File: src/rtl/txq_pkg.sv
package txq_pkg;
    typedef enum logic [0:0] {
        SQ_IDLE = 1'b0,
        SQ_BUSY = 1'b1
    } seq_state_e;

    localparam int INT_TX    = 0;
    localparam int INT_EMPTY = 1;
    localparam int INT_OVF   = 2;
    localparam int INT_N     = 3;
endpackage

File: src/rtl/txq_fifo.sv
module txq_fifo #(
    parameter int W     = 6,
    parameter int DEPTH = 32
) (
    input  logic          clk,
    input  logic          rst_n,
    input  logic          push,
    input  logic [W-1:0]  din,
    input  logic          pop,
    output logic [W-1:0]  head,
    output logic          empty,
    output logic          full,
    output logic [$clog2(DEPTH):0] count
);
    localparam int AW = $clog2(DEPTH);

    typedef struct packed {
        logic [DEPTH-1:0][W-1:0] mem;
        logic [AW:0]             wp;
        logic [AW:0]             rp;
    } fifo_st_t;

    fifo_st_t s_d, s_q;

    always_comb begin
        s_d = s_q;
        if (push) begin
            s_d.mem[s_q.wp[AW-1:0]] = din;
            s_d.wp = s_q.wp + 1'b1;
        end
        if (pop) begin
            s_d.rp = s_q.rp + 1'b1;
        end
    end

    always_ff @(posedge clk or negedge rst_n) begin
        if (!rst_n) s_q <= '0;
        else        s_q <= s_d;
    end

    assign head  = s_q.mem[s_q.rp[AW-1:0]];
    assign empty = (s_q.wp == s_q.rp);
    assign full  = (s_q.wp[AW] != s_q.rp[AW]) && (s_q.wp[AW-1:0] == s_q.rp[AW-1:0]);
    assign count = s_q.wp - s_q.rp;

    AST_FIFO_NO_PUSH_FULL: assert property (@(posedge clk) disable iff (!rst_n)
        push |-> !full);
    AST_FIFO_NO_POP_EMPTY: assert property (@(posedge clk) disable iff (!rst_n)
        pop |-> !empty);
endmodule

File: src/rtl/txq_seq.sv
module txq_seq
    import txq_pkg::*;
#(
    parameter int HW = 6,
    parameter int SW = 16,
    parameter int CW = 6
) (
    input  logic          clk,
    input  logic          rst_n,
    input  logic          cfg_wr,
    input  logic          cfg_txen,
    input  logic          cfg_autorel,
    input  logic [HW-1:0] tq_head,
    input  logic          tq_empty,
    input  logic [CW-1:0] tq_count,
    input  logic          enq_ok,
    input  logic          cq_full,
    input  logic          defer_busy,
    input  logic          mac_done,
    input  logic          mac_fail,
    input  logic [SW-1:0] mac_status,
    output logic          mac_start,
    output logic [HW-1:0] mac_handle,
    output logic          stat_wr,
    output logic [HW-1:0] stat_handle,
    output logic [SW-1:0] stat_word,
    output logic          rel_valid,
    output logic [HW-1:0] rel_handle,
    output logic          tq_pop,
    output logic          cq_push,
    output logic          emp_set,
    output logic          fail_pend,
    output logic          txen_o
);
    typedef struct packed {
        seq_state_e st;
        logic       txen;
        logic       autorel;
        logic       fail;
    } seq_st_t;

    seq_st_t s_d, s_q;
    logic done_ev, done_ok, done_bad;

    always_comb begin
        s_d       = s_q;
        done_ev   = (s_q.st == SQ_BUSY) && mac_done;
        done_ok   = done_ev && !mac_fail;
        done_bad  = done_ev && mac_fail;
        mac_start = (s_q.st == SQ_IDLE) && s_q.txen && !tq_empty && !cq_full && !defer_busy;

        if (mac_start) s_d.st = SQ_BUSY;
        if (done_ev)   s_d.st = SQ_IDLE;

        if (cfg_wr) begin
            s_d.txen    = cfg_txen;
            s_d.autorel = cfg_autorel;
            if (cfg_txen) s_d.fail = 1'b0;
        end
        if (done_bad) begin
            s_d.txen = 1'b0;
            s_d.fail = 1'b1;
        end

        tq_pop    = done_ok;
        cq_push   = done_ok && !s_q.autorel;
        rel_valid = done_ok && s_q.autorel;
        emp_set   = rel_valid && (tq_count == CW'(1)) && !enq_ok;
    end

    always_ff @(posedge clk or negedge rst_n) begin
        if (!rst_n) s_q <= '{st: SQ_IDLE, txen: 1'b0, autorel: 1'b0, fail: 1'b0};
        else        s_q <= s_d;
    end

    assign mac_handle  = tq_head;
    assign stat_wr     = done_ev;
    assign stat_handle = tq_head;
    assign stat_word   = mac_status;
    assign rel_handle  = tq_head;
    assign fail_pend   = s_q.fail;
    assign txen_o      = s_q.txen;

    AST_SINGLE_INFLIGHT: assert property (@(posedge clk) disable iff (!rst_n)
        mac_start |=> !mac_start);
    AST_HEAD_HELD: assert property (@(posedge clk) disable iff (!rst_n)
        ((s_q.st == SQ_BUSY) && $past(s_q.st == SQ_BUSY)) |-> $stable(tq_head));
    AST_FAIL_DROPS_TXEN: assert property (@(posedge clk) disable iff (!rst_n)
        done_bad |=> (!txen_o && fail_pend));
    AST_NO_START_ON_FAIL: assert property (@(posedge clk) disable iff (!rst_n)
        fail_pend |-> !mac_start);
endmodule

File: src/rtl/txq_irq.sv
module txq_irq
    import txq_pkg::*;
(
    input  logic             clk,
    input  logic             rst_n,
    input  logic             cq_empty,
    input  logic             fail_pend,
    input  logic             emp_set,
    input  logic             ovf_set,
    input  logic             clr_wr,
    input  logic [INT_N-1:0] clr_data,
    input  logic             mask_wr,
    input  logic [INT_N-1:0] mask_data,
    output logic [INT_N-1:0] int_stat,
    output logic             irq
);
    typedef struct packed {
        logic             emp;
        logic             ovf;
        logic [INT_N-1:0] mask;
    } irq_st_t;

    irq_st_t s_d, s_q;
    logic unused_clr_tx;

    assign unused_clr_tx = clr_data[INT_TX];

    always_comb begin
        s_d = s_q;
        if (clr_wr && clr_data[INT_EMPTY]) s_d.emp = 1'b0;
        if (clr_wr && clr_data[INT_OVF])   s_d.ovf = 1'b0;
        if (emp_set) s_d.emp = 1'b1;
        if (ovf_set) s_d.ovf = 1'b1;
        if (mask_wr) s_d.mask = mask_data;

        int_stat            = '0;
        int_stat[INT_TX]    = !cq_empty || fail_pend;
        int_stat[INT_EMPTY] = s_q.emp;
        int_stat[INT_OVF]   = s_q.ovf;
    end

    always_ff @(posedge clk or negedge rst_n) begin
        if (!rst_n) s_q <= '0;
        else        s_q <= s_d;
    end

    assign irq = |(int_stat & s_q.mask);

    AST_OVF_STICKY: assert property (@(posedge clk) disable iff (!rst_n)
        ovf_set |=> int_stat[INT_OVF]);
    AST_EMPTY_HOLD: assert property (@(posedge clk) disable iff (!rst_n)
        (int_stat[INT_EMPTY] && !(clr_wr && clr_data[INT_EMPTY])) |=> int_stat[INT_EMPTY]);
    AST_TXINT_LEVEL: assert property (@(posedge clk) disable iff (!rst_n)
        !cq_empty |-> int_stat[INT_TX]);
endmodule

File: src/rtl/txq_ctrl.sv
module txq_ctrl
    import txq_pkg::*;
#(
    parameter int HW      = 6,
    parameter int Q_DEPTH = 32,
    parameter int SW      = 16
) (
    input  logic              clk,
    input  logic              rst_n,
    input  logic              pnum_wr,
    input  logic [HW-1:0]     pnum_wdata,
    input  logic              enq_cmd,
    input  logic              cfg_wr,
    input  logic              cfg_txen,
    input  logic              cfg_autorel,
    input  logic              ack_wr,
    input  logic              mask_wr,
    input  logic [INT_N-1:0]  mask_data,
    input  logic              clr_wr,
    input  logic [INT_N-1:0]  clr_data,
    input  logic              defer_busy,
    output logic              mac_start,
    output logic [HW-1:0]     mac_handle,
    input  logic              mac_done,
    input  logic              mac_fail,
    input  logic [SW-1:0]     mac_status,
    output logic              stat_wr,
    output logic [HW-1:0]     stat_handle,
    output logic [SW-1:0]     stat_word,
    output logic              rel_valid,
    output logic [HW-1:0]     rel_handle,
    output logic [2*HW+3:0]   ports_rdata,
    output logic [INT_N-1:0]  int_stat,
    output logic              irq,
    output logic              txen_o
);
    localparam int CW = $clog2(Q_DEPTH) + 1;

    typedef struct packed {
        logic [HW-1:0] pnum;
    } top_st_t;

    top_st_t s_d, s_q;

    logic [HW-1:0] tq_head, cq_head;
    logic          tq_empty, tq_full, cq_empty, cq_full;
    logic [CW-1:0] tq_count, cq_count;
    logic          enq_ok, ovf_set, tq_pop, cq_push, cq_pop, emp_set, fail_pend;

    always_comb begin
        s_d = s_q;
        if (pnum_wr) s_d.pnum = pnum_wdata;
        enq_ok  = enq_cmd && !tq_full;
        ovf_set = enq_cmd && tq_full;
        cq_pop  = ack_wr && !cq_empty;
    end

    always_ff @(posedge clk or negedge rst_n) begin
        if (!rst_n) s_q <= '0;
        else        s_q <= s_d;
    end

    txq_fifo #(.W(HW), .DEPTH(Q_DEPTH)) u_tq (
        .clk(clk), .rst_n(rst_n),
        .push(enq_ok), .din(s_q.pnum), .pop(tq_pop),
        .head(tq_head), .empty(tq_empty), .full(tq_full), .count(tq_count)
    );

    txq_fifo #(.W(HW), .DEPTH(Q_DEPTH)) u_cq (
        .clk(clk), .rst_n(rst_n),
        .push(cq_push), .din(tq_head), .pop(cq_pop),
        .head(cq_head), .empty(cq_empty), .full(cq_full), .count(cq_count)
    );

    txq_seq #(.HW(HW), .SW(SW), .CW(CW)) u_seq (
        .clk(clk), .rst_n(rst_n),
        .cfg_wr(cfg_wr), .cfg_txen(cfg_txen), .cfg_autorel(cfg_autorel),
        .tq_head(tq_head), .tq_empty(tq_empty), .tq_count(tq_count), .enq_ok(enq_ok),
        .cq_full(cq_full), .defer_busy(defer_busy),
        .mac_done(mac_done), .mac_fail(mac_fail), .mac_status(mac_status),
        .mac_start(mac_start), .mac_handle(mac_handle),
        .stat_wr(stat_wr), .stat_handle(stat_handle), .stat_word(stat_word),
        .rel_valid(rel_valid), .rel_handle(rel_handle),
        .tq_pop(tq_pop), .cq_push(cq_push), .emp_set(emp_set),
        .fail_pend(fail_pend), .txen_o(txen_o)
    );

    txq_irq u_irq (
        .clk(clk), .rst_n(rst_n),
        .cq_empty(cq_empty), .fail_pend(fail_pend),
        .emp_set(emp_set), .ovf_set(ovf_set),
        .clr_wr(clr_wr), .clr_data(clr_data),
        .mask_wr(mask_wr), .mask_data(mask_data),
        .int_stat(int_stat), .irq(irq)
    );

    assign ports_rdata = {cq_empty, 1'b0, (cq_empty ? {HW{1'b0}} : cq_head),
                          tq_empty, 1'b0, (tq_empty ? {HW{1'b0}} : tq_head)};

    AST_CQ_BOUND: assert property (@(posedge clk) disable iff (!rst_n)
        cq_count <= CW'(Q_DEPTH));
    AST_DROP_KEEPS_DEPTH: assert property (@(posedge clk) disable iff (!rst_n)
        (ovf_set && !tq_pop) |=> (tq_count == CW'(Q_DEPTH)));
endmodule

File: config.mk
export PLATFORM = sky130hd
export DESIGN_NAME = txq_ctrl
export DESIGN_NICKNAME = d
export VERILOG_FILES = /design/src/rtl/txq_pkg.sv /design/src/rtl/txq_fifo.sv /design/src/rtl/txq_seq.sv /design/src/rtl/txq_irq.sv /design/src/rtl/txq_ctrl.sv
export SDC_FILE = /design/constraint.sdc
export NUM_CORES = 1
export LEC_CHECK = 0
export BUFFER_PORTS_ARGS = -buffer_cell sky130_fd_sc_hd__buf_2
export CELL_PAD_IN_SITES_DETAIL_PLACEMENT = 0
export CELL_PAD_IN_SITES_GLOBAL_PLACEMENT = 1
export CORE_MARGIN = 10
export CORE_UTILIZATION = 30
export CTS_CLUSTER_SIZE = 8
export DETAILED_ROUTE_END_ITERATION = 16
export PLACE_DENSITY_LB_ADDON = 0.2
export SLEW_MARGIN = 20
export SYNTH_ARGS = -nofsm -noshare
export SYNTH_HDL_FRONTEND = slang
export SYNTH_SLANG_ARGS = --single-unit
File: constraint.sdc
create_clock -name clk -period 3.38 [get_ports clk]
set_clock_uncertainty 0.1 [all_clocks]
set_input_delay 0.338 -clock clk [delete_from_list [all_inputs] [get_ports clk]]
set_output_delay 0.338 -clock clk [all_outputs]
set_load 0.005 [all_outputs]
# After elaboration in Yosys (flattened, before gate mapping)
# Index checks and enable logic that the tools add are counted.
# Widths: inputs -> output; s select.
[classes] add_sub_neg=5 n_lt_le_gt_ge=6 n_eq_ne=7 mux=22 n_bitwise=2 n_reduce_logical=36
[ops] op="$bwmux 192" n=2
[ops] op="$bmux 6 s5" n=2
[ops] op="$demux 6 s5" n=2
[ops] op="$mux 6" n=6
[ops] op="$add 6x1->6 const B" n=4
[ops] op="$lt 5x6->1 const B" n=4
[ops] op="$logic_and 1x1->1" n=20
[ops] op="$eq 6x6->1" n=2
[ops] op="$eq 5x5->1" n=2
[ops] op="$ge 5x1->1 const B" n=2
[ops] op="$reduce_bool 2->1" n=5
[ops] op="$mux 1" n=9
[ops] op="$logic_not 1->1" n=8
[ops] op="$eq 6x1->1 const B" n=1
[ops] op="$sub 6x6->6" n=1
[ops] op="$and 3x3->3" n=1
[ops] op="$mux 3" n=1
[ops] op="$reduce_or 3->1" n=1
[ops] op="$ne 1x1->1" n=2
[ops] op="$reduce_and 2->1" n=1
[ops] op="$logic_or 1x1->1" n=1
[ops] op="$not 1->1" n=1
[word_totals] register_bits=423 inputBits=41 output_inout_bits=58 elab_cells=154

# Longest topological paths before layout
# Gate-level depths: netlist of run 1.
[logic_depth] ltp_word=7 depth_mapped=10 depth_no_buf=8

# Cells and area by module
# From an unflattened synthesis of run 1, not the netlist that was laid out.
[unflattened] hier_cells=1441 hier_area_um2=20539.7
[modules_own_cells] module="txq_fifo at u_cq" n_inst=1 cells_each=675 area_per_inst_um2=9790.6 seq_area_each_um2=5104.9
[modules_own_cells] module="txq_fifo at u_tq" n_inst=1 cells_each=661 area_per_inst_um2=9680.5 seq_area_each_um2=5104.9
[modules_own_cells] module="txq_seq" n_inst=1 cells_each=55 area_per_inst_um2=469.2 seq_area_each_um2=100.1
[modules_own_cells] module="txq_ctrl" n_inst=1 cells_each=33 area_per_inst_um2=379.1 seq_area_each_um2=150.1
[modules_own_cells] module="txq_irq" n_inst=1 cells_each=17 area_per_inst_um2=220.2 seq_area_each_um2=125.1

# Least setup slack after synthesis of run 1
# No wires, ideal clock.
[synth_timing] path_kind="reg2reg" start="reg u_tq.s_q[4] (netlist name)" end="reg u_tq.s_q[198] (netlist name)" setup_ps=128 arrival_time_ps=2636 required_ps=3152 setup_slack_ps=516 stages_incl_launch_ff=10 path_buffers=2 period_less_slack_ps=2864 cell_sequence="dfrtp_1 clkbuf_1 inv_1 ha_1 and4_1 a31oi_2 nand4_1 or2_1 clkbuf_1 mux2_1"
[synth_via] elab_chain_cells=4
[synth_rtl] element="start: declaration" line="txq_fifo.sv:23" text="fifo_st_t s_d, s_q;"
[synth_rtl] element="start signal: assignment" line="txq_fifo.sv:37" text="if (!rst_n) s_q <= '0;"
[synth_rtl] element="start signal: assignment" line="txq_fifo.sv:38" text="else s_q <= s_d;"
[synth_rtl] element="$eq 5x5->1" line="txq_fifo.sv:43" text="assign full = (s_q.wp[AW] != s_q.rp[AW]) && (s_q.wp[AW-1:0] == s_q.rp[AW-1:0]);"
[synth_rtl] element="$logic_and 1x1->1" line="txq_fifo.sv:43"
[synth_rtl] element="$logic_not 1->1" line="txq_ctrl.sv:53" text="enq_ok = enq_cmd && !tq_full;"
[synth_rtl] element="$logic_and 1x1->1" line="txq_ctrl.sv:53"
# No other way between the ends.
# A chain may end at the register's enable or synchronous reset.

# Worst setup path in the final report of run 1
[layout_timing] start="reg u_tq.s_q[0] (netlist name)" end="out ports_rdata[5]"
[layout_via] elab_chain_cells=3 elab_cells_between_ends=4 classes_between="1 x eq/ne; 3 x mux"
[layout_rtl] element="$bmux 6 s5" line="txq_fifo.sv:41" text="assign head = s_q.mem[s_q.rp[AW-1:0]];"
[layout_rtl] element="$mux 6 (implied by the code)" line="txq_fifo.sv:41"
[layout_rtl] element="$mux 6 *" line="txq_ctrl.sv:98" text="tq_empty, 1'b0, (tq_empty ? {HW{1'b0}} : tq_head)};"
[layout_rtl] element="end: declaration" line="txq_ctrl.sv:32" text="output logic [2*HW+3:0] ports_rdata,"
# Mark *: on every way between the ends. The rest lies on a longest branch, timed or not. The select of a mux whose other input is x is not followed.

==> results of run 1 <==
registers in the layout, indices dropped and copies added, names as in the netlist:
register and flops:
u_tq.s_q 204, u_irq.s_q 3, u_seq.s_q 2, u_seq.txen_o 1, u_irq.int_stat 2, u_seq.fail_pend 1
s_q 6, u_cq.s_q 204
final timing paths:
| path | depth (start not counted) | start | end |
|---|---|---|---|
| setup / recovery | 8 | u_tq.s_q[0] | ports_rdata[5] |
| hold / removal | 2 | pnum_wr | s_q[1] |
| setup reg to reg | 9 | u_tq.s_q[0] | u_cq.s_q[95] |
| hold reg to reg | 1 | u_tq.s_q[75] | u_tq.s_q[75] |
| max in group asynchronous | 3 | rst_n | u_cq.s_q[92] |
| min in group asynchronous | 2 | rst_n | u_tq.s_q[93] |
cell type report:
class                   count  area (um^2)  share of cell area (%)
inverters                  13         48.8                   0.206
multi-input cells         848         9010                    38.0
clock buffers              62         1490                    6.27
diodes                      2         5.00                  0.0211
flip-flops and latches    423        10600                    44.6
clock inverters             1         8.76                  0.0369
repair buffers            190         1480                    6.25
well taps                 873         1090                    4.60
Yosys cell counts (all sizes together), types with 8 or more instances:
master  instances
ha             15
dfrtp         423
nor2b          10
nand2          58
mux2          408
mux4           70
clkbuf         45
xnor2          16
o22ai          11
buf            75
xor2           11
a22oi          11
nor2           39
inv            13
a221oi         11
a211oi          8
o21ai          19
nand3          13
nor3           12
mux2i          64
power groups by stage:
stage | combinational [W] | clock, W | sequential (W)
2_1_floorplan | 0.00541 | 0 | 0.00682
3_3_place_gp | 0.00724 | 0 | 0.00718
3_5_place_dp | 0.00730 | 0 | 0.00722
4_1_cts | 0.00791 | 0.00531 | 0.00713
5_1_grt | 0.00866 | 0.00550 | 0.00728
6_report | 0.00798 | 0.00513 | 0.00712
through the flow:
stage               cell area [um^2]  worst slack (ns)
finish                         23700             0.108
global route                   23700          -0.00655
CTS                            23600          -0.00965
detailed placement             21600             0.180
global placement               21600             0.182
floorplan                      20300             0.516
layer usage:
metal,up-vias,GRT usage (%),share of wire [%]
li1,5374,-,-
met1,6285,19.8,49
met2,191,20.6,44
met3,70,2.69,4.3
met4,2,3.63,2.1
met5,-,0,0.037
what timing repair did:
action                                  4_1_cts  5_1_grt
hold buffers                                 27        0
endpoints found under the hold margin        83        0
pin swaps                                    10        3
cloned                                        2        0
resized for setup                            18        8
setup buffers                                14       14
endpoints found under the setup margin       24        7
cell families after synthesis:
group                    share of synthesized area (%)
AO/OA/AOI/OAI                                     3.59
XOR/XNOR                                          1.20
adder cells (fa/ha/maj)                           1.02
buffers and inverters                             4.29
flip-flops                                        52.1
multiplexers                                      33.6
other                                           0.0185
AND/OR/NAND/NOR                                   4.22
==> impl_metrics.tcl, run 1 <==
set metrics [dict create \
    status "completed" \
    endpoint_kind "primary output" \
    avgSynthCellArea_um2 14.5 \
    yosysWarningCount 0 \
    die_x_um 280 \
    slowest_stage "mux4_2" \
    hold_viol 0 \
    clk-insertion-delay-late_ns 0.60 \
    htreeDepth 2 \
    crit_fanout 16 \
    critPathTopFamily "buffers and inverters" \
    final_cell_mix "dfrtp_1 (418), mux2_2 (211), mux2_1 (197)" \
    die_h_um 280 \
    layout-drive-gt1-share_pct 36.0 \
    antenna_found_initial 1 \
    ys_top_cells_by_area "dfrtp_1 (52%), mux2_2 (12%), mux2_1 (11%), mux4_2 (7.4%), mux2i_1 (3.2%)" \
    synth_cell_type_count 61 \
    core-area_um2 67200 \
    slew-limit-headroom_pct 33.6 \
    tightest_slew_ns 0.996 \
    p_comb_share_pct 39.4 \
    leakage_nw 11.2 \
    dpl.cell_count 2290 \
    crit_path_frequent_cell "buf_12" \
    slowest_delay_ns 0.53 \
    ys_ff_latch 423 \
    num_rows 95 \
    p_per_area_nw_per_um2 852 \
    first_global_vias 12600 \
    fin_tns_setup_ns 0 \
    vias 11900 \
    min_period_over_period_pct 96.8 \
    port_buffers 63 \
    async_flop_share_pct 100 \
    wl_per_cell_um 22.2 \
    num-fill-cells 6447 \
    drc 0 \
    cts_made_buffers 58 \
    hp-class "in -> reg" \
    grtUsageTotal_pct 13.7 \
    rsz0062_at_grt "yes" \
    swShare_pct 36.2 \
    tritoncts "done" \
    clock_sinks 423 \
    ys_seq_area_share_pct 52.1 \
    fin_cells 2412 \
    grt_pass1_wl_um 81900 \
    rrSetupSlack_ns 0.44 \
    clock.fmax_mhz 306 \
    worstPathRequired_ns 2.94 \
    drtIter0Drc 612 \
    drv_slew 0 \
    drt-total-wl_um 53500 \
    finalCriticalPeriod_ns 3.27 \
    ir_drop_mv 0.388 \
    synth_edf_count 0 \
    setup_viol 0 \
    hpwlAfterDp_um 34700 \
    maxCapViolCount 0 \
    path_class "reg -> out" \
    yosys_most_used_dff "dfrtp_1" \
    clockBufferDepth 3 \
    syn_area_um2 20300 \
    final_nets 1591 \
    syn_inst 1401 \
    initial_utilization_pct 30.3 \
    path_cells "buf_12 -> buf_12 -> mux4_2 -> a21oi_1 -> a22oi_4 -> buf_12 -> nor2b_1 -> buf_2" \
    ant_nets 0 \
    overflow 0 \
    ios 99 \
    final_util_pct 35.3 \
    area_delta_synth_final_pct 16.8 \
    detail_route.vias_per_cell 4.94 \
    layout_commonest_cell "dfrtp_1" \
    p_clk_share_pct 25.4 \
    synth_top_area_share_pct 52.1 \
    grt_max_degree 79 \
    yosys.area.top_type "dfrtp_1" \
    p_int_w 0.0129 \
    clk_pin_slew_ns 0.06 \
    place_congestion 0.751 \
    seqPwrFrac_pct 35.2 \
    fp.dieArea_um2 78600 \
    critPathLaunchType "register" \
    clockRootBuffer "clkbuf_16" \
    worstPathArrival_ns 2.83 \
    switching_power_w 0.00733 \
    first_pass_iters 5 \
    total_power_w 0.0202 \
    holdWs_ns 0.0541 \
    path_buf_inv 4 \
]
No activity file was read; power rests on OpenSTA's default activity.
==> run 2, diff against run 1 <==
SYNTH_HIERARCHICAL = 1   (was default)
clock period = 2.9 ns   (was 3.38 ns; I/O delays follow)
==> run 2 against run 1 <==
Critical path type unchanged. Die area grew 0.39%. First-iteration DRC count grew 9.8%. Critical path depth is the same. The run now ends with negative setup slack left. Cell count grew 3.4%.
==> impl_metrics.tcl, run 2 <==
set metrics [dict create \
    layout-drive-gt1-share_pct 54.9 \
    reg.largest.list "u_cq/s_q x204, u_tq/s_q x204, s_q x6" \
    vias 12500 \
    overflow 0 \
    place_congestion 0.736 \
    final_nets 1678 \
    first_pass_iters 5 \
    multiInputGateArea_um2 9730 \
    grtUsageTotal_pct 14.3 \
    min_period_over_period_pct 111 \
    final_util_pct 38.1 \
    slowest_stage "dfrtp_4" \
    first_global_vias 13500 \
    finalCriticalPeriod_ns 3.23 \
    htreeDepth 2 \
    path_cells "buf_16 -> mux4_2 -> a22o_1 -> a211oi_2 -> buf_4 -> a21oi_4 -> buf_12 -> buf_6" \
    syn_inst 1422 \
    drt-total-wl_um 56800 \
    crit_fanout 7 \
    final_cell_mix "dfrtp_1 (418), mux2_2 (348), buf_4 (106)" \
    drc 0 \
    rsz0062_at_grt "yes" \
    ios 99 \
    port_buffers 63 \
    regArea_um2 10600 \
    slew-limit-headroom_pct 38.1 \
    drv_slew 0 \
    path_class "reg -> out" \
    ant_nets 0 \
    fp.dieArea_um2 78900 \
    setup_viol 31 \
    area_delta_synth_final_pct 25.6 \
    cts_made_buffers 58 \
    diodes 0 \
    hpwlAfterDp_um 36600 \
    syn_area_um2 20400 \
    grt_max_degree 85 \
    worstPathArrival_ns 2.84 \
    yosysWarningCount 6 \
    clockBufferDepth 3 \
    ir_drop_mv 0.591 \
    violations "negative setup slack" \
    stdcell_area_um2 25600 \
    clock_sinks 423 \
    p_per_area_nw_per_um2 1040 \
    grt_pass1_wl_um 85600 \
    tritoncts "done" \
    clock.fmax_mhz 310 \
    hold_viol 0 \
    leakage_nw 11.7 \
    die_h_um 281 \
    rrSetupSlack_ns 0 \
    status "finished with violations" \
    clockRootBuffer "clkbuf_16" \
    wl_per_cell_um 22.8 \
    detail_route.vias_per_cell 5.01 \
    slowest_delay_ns 0.58 \
    critPathTopFamily "buffers and inverters" \
    path_buf_inv 4 \
    clk_pin_slew_ns 0.05 \
    num-fill-cells 6352 \
    antenna_found_initial 1 \
    drtIter0Drc 672 \
    initial_utilization_pct 30.3 \
    layout_commonest_cell "dfrtp_1" \
    setup_ws_ns -0.331 \
    num_rows 95 \
    tightest_slew_ns 0.928 \
    maxCapViolCount 0 \
    endpoint_kind "primary output" \
    worstPathRequired_ns 2.51 \
    die_x_um 281 \
    core-area_um2 67300 \
    placed_area_um2 22200 \
    clk-insertion-delay-late_ns 0.61 \
    avgSynthCellArea_um2 14.4 \
    hp-class "in -> reg" \
    critPathLaunchType "register" \
]
-- run 2: cell count changes in the layout (fill, tap and decap cells not counted), moves of 17 or more --
| cell | previous run | this run |
|---|---|---|
| buf_12 | 11 | 32 |
| buf_4 | 89 | 106 |
| buf_6 | 0 | 37 |
| mux2_1 | 197 | 5 |
| mux2_2 | 211 | 348 |
| mux2_4 | 0 | 57 |
| mux2i_1 | 64 | 28 |
| nand2_1 | 58 | 33 |
| nor2_1 | 37 | 17 |
| nor2_4 | 0 | 25 |
-- run 2: area by class of cell --
type / instances / area share [%]
Clock buffer: 62 / 5.72
Clock inverter: 3 / 0.132
Inverter: 17 / 0.249
Multi-Input combinational cell: 852 / 38.0
Sequential cell: 423 / 41.4
Tap cell: 873 / 4.26
Timing Repair Buffer: 264 / 10.3
-- run 2: per-stage QoR --
stage	cells	hold slack [ns]	TNS, ns	power, W	setup WS, ns
2_1_floorplan	1423	-0.106	-1.22	0.0140	-0.0440
3_3_place_gp	2340	0.234	-0.162	0.0181	-0.0432
3_5_place_dp	2340	0.240	-0.234	0.0182	-0.0515
4_1_cts	2483	0.0206	-10.72	0.0264	-0.352
5_1_grt	2494	0.0607	-17.29	0.0282	-0.423
6_report	2494	0.0485	-8.06	0.0267	-0.331
-- run 2: metal layers --
layer  global-route usage [%]  part of all wire (%)
met5                        0                     0
met4                     3.13                   1.6
met3                     2.80                   4.4
met2                     22.1                    46
met1                     20.3                    48
-- run 2: repair_timing --
action | CTS | global route
resized for setup | 119 | 81
gates cloned | 3 | 4
hold buffers | 33 | 0
buffers inserted | 42 | 11
hold endpoints to repair | 79 | 0
setup endpoints to repair | 51 | 299
pin swaps | 27 | 13
-- run 2: final timing paths --
check,endpoint,depth (start not counted),startpoint
worst max-delay path,rel_handle[5],8,u_tq/s_q[0]
worst min-delay path,u_tq/s_q[0],3,mac_fail
worst max register to register,u_cq/s_q[149],9,u_tq/s_q[0]
worst min register to register,u_cq/s_q[11],1,u_cq/s_q[11]
max in group asynchronous,u_cq/s_q[138],3,rst_n
min in group asynchronous,u_tq/s_q[7],2,rst_n
-- run 2: power by group --
| part | total, W | internal [W] | switching, W | leakage (nW) |
|---|---|---|---|---|
| sequential | 0.00822 | 0.00735 | 0.000870 | 5.67 |
| combinational | 0.0125 | 0.00636 | 0.00617 | 5.30 |
| clock | 0.00595 | 0.00350 | 0.00245 | 0.735 |
| total | 0.0267 | 0.0172 | 0.00948 | 11.7 |
-- run 2: worst register-to-register path, delay by kind of cell (launching register included) --
kind	cells	cell delay, ns
AO/OA/AOI/OAI	3	0.48
buffers and inverters	4	0.81
flip-flops	1	0.58
multiplexers	2	0.79
==> run 3, diff against run 2 <==
CORE_UTILIZATION = 40   (was 30)
REMOVE_ABC_BUFFERS = 1   (was default)
==> run 3 against run 2 <==
Highest routed layer unchanged. The flow still finishes with violations (negative setup slack). Total power down 2.6%. Wire length down 5.6%. Largest cell class unchanged. Global-route usage grew 3.5 points.
==> impl_metrics.tcl, run 3 (synthesized netlist as in run 2, its figures left out) <==
set metrics [dict create \
    first_global_vias 13100 \
    clockRootBuffer "clkbuf_16" \
    htreeDepth 2 \
    setup_viol 30 \
    clock_sinks 423 \
    vias 12400 \
    r2r-start "u_tq/s_q[0]" \
    leakage_nw 11.5 \
    drtIter0Drc 601 \
    total_power_w 0.0260 \
    ant_nets 0 \
    setup_ws_ns -0.265 \
    final_nets 1661 \
    maxCapViolCount 0 \
    worstPathArrival_ns 2.77 \
    rsz0062_at_grt "yes" \
    p_comb_share_pct 45.7 \
    clk_pin_slew_ns 0.05 \
    diodes 0 \
    swShare_pct 35.2 \
    cts_made_buffers 58 \
    initial_utilization_pct 40.6 \
    first_pass_iters 5 \
    p_per_area_nw_per_um2 1040 \
    drc 0 \
    critPathLaunchType "register" \
    drt-total-wl_um 53600 \
    hpwlAfterDp_um 34300 \
    seqPwrFrac_pct 31.5 \
    worstPathRequired_ns 2.51 \
    antenna_found_initial 1 \
    holdWs_ns 0.0869 \
    layout-drive-gt1-share_pct 54.4 \
    num_rows 82 \
    violations "negative setup slack" \
    place_ws_ns 0.0258 \
    worstReg2RegEnd "u_tq/s_q[63]" \
    detail_route.vias_per_cell 5.45 \
    core-area_um2 50300 \
    die_h_um 246 \
    hold_viol 0 \
    hold_end "u_tq/s_q[8]" \
    grt_pass1_wl_um 82300 \
    tritoncts "done" \
    ios 99 \
    overflow 0 \
    die_x_um 246 \
    ir_drop_mv 0.497 \
    switching_power_w 0.00915 \
    hold_path_startpoint "enq_cmd" \
    grtUsageTotal_pct 17.8 \
    crit_fanout 7 \
    clockBufferDepth 3 \
    drv_slew 0 \
    fp.dieArea_um2 60500 \
    clk-insertion-delay-late_ns 0.61 \
    place_congestion 0.783 \
    final_cell_mix "dfrtp_1 (418), mux2_2 (395), buf_4 (102)" \
    grt_max_degree 78 \
    status "finished with violations" \
    p_int_w 0.0169 \
    path_class "reg -> out" \
    slew-limit-headroom_pct 49.3 \
    port_buffers 63 \
    rr_worst_depth 9 \
    rrSetupSlack_ns 0.10 \
    layout_commonest_cell "dfrtp_1" \
    area_delta_synth_final_pct 22.1 \
    finalCriticalPeriod_ns 3.16 \
    hold_depth 5 \
    tightest_slew_ns 0.760 \
    endpoint_kind "primary output" \
    p_clk_share_pct 22.8 \
    clock.fmax_mhz 316 \
    wl_per_cell_um 23.6 \
    hp-class "in -> reg" \
    reg.largest.list "u_cq/s_q x204, u_tq/s_q x204, s_q x6" \
    min_period_over_period_pct 109 \
]
[run 3: cell count changes in the layout (fill, tap and decap cells not counted), moves of 5 or more]
cell      before  now
o221ai_2       2    8
nand3_1       19   28
nor2b_2        1    6
buf_12        32   26
o221ai_1       9    2
mux2_2       348  395
buf_6         37   24
nand2_2        0    7
nand2_1       33   28
mux2_4        57    6
nand3_4        6    1
[run 3: worst max-delay path by stage]
stage | depth (start not counted) | start | to | slack [ns]
after floorplan | 8 | u_tq/s_q[0] | u_tq/s_q[168] | -2.52
after global placement | 7 | u_tq/s_q[0] | ports_rdata[4] | 0.03
after detailed placement | 8 | u_tq/s_q[0] | ports_rdata[4] | 0.03
after CTS | 10 | u_tq/s_q[0] | ports_rdata[0] | -0.34
after global routing | 10 | u_tq/s_q[0] | ports_rdata[2] | -0.35
final | 8 | u_tq/s_q[0] | ports_rdata[2] | -0.26
[run 3: per-stage QoR]
stage	util [%]	setup TNS (ns)	cell area [um^2]	std cells
floorplan	-	-836.42	19600	1292
global placement	43.5	0	21900	2129
detailed placement	43.5	0	21900	2129
CTS	49.1	-6.92	24700	2270
global route	49.6	-7.77	24900	2276
finish	49.6	-5.70	24900	2276
[run 3: layout make-up]
| cell class | count | area [um^2] |
|---|---|---|
| inverters | 17 | 63.8 |
| fillers | 4370 | 25400 |
| clock inverters | 3 | 33.8 |
| well taps | 672 | 841 |
| repair buffers | 246 | 2410 |
| multi-input cells | 853 | 9500 |
| clock buffers | 62 | 1470 |
| flip-flops and latches | 423 | 10600 |
[run 3: power groups by stage]
stage,Clock [W],Sequential (W),Combinational [W]
global placement,0,0.00822,0.00925
global route,0.00635,0.00837,0.0126
floorplan,0,0.00856,0.00460
finish,0.00593,0.00820,0.0119
detailed placement,0,0.00829,0.00935
CTS,0.00613,0.00817,0.0118
[run 3: repair_timing]
item                                    in CTS  in global routing
hold buffers                                33                  0
endpoints found under the setup margin      34                138
buffers inserted                            35                 12
endpoints found under the hold margin      216                  0
pin swaps                                   33                 19
gates resized for setup                     83                 48
gates cloned                                 9                  1
[run 3: worst max-delay path: stages (launching register included)]
cell and delay [ns]:
dfrtp_4 0.48, buf_12 0.15, buf_16 0.15, mux4_2 0.52
a22o_4 0.29, a211oi_4 0.20, a21oi_4 0.10, nor2b_1 0.14
buf_2 0.12
[run 3: routing by layer]
layer  wire length, um  vias to the layer above  GRT usage (%)
li1                  -                     5524              -
met1             24400                     6592           23.6
met2             25800                      218           29.0
met3              1970                       75           3.00
met4              1420                        0           5.83
met5                 0                        -              0
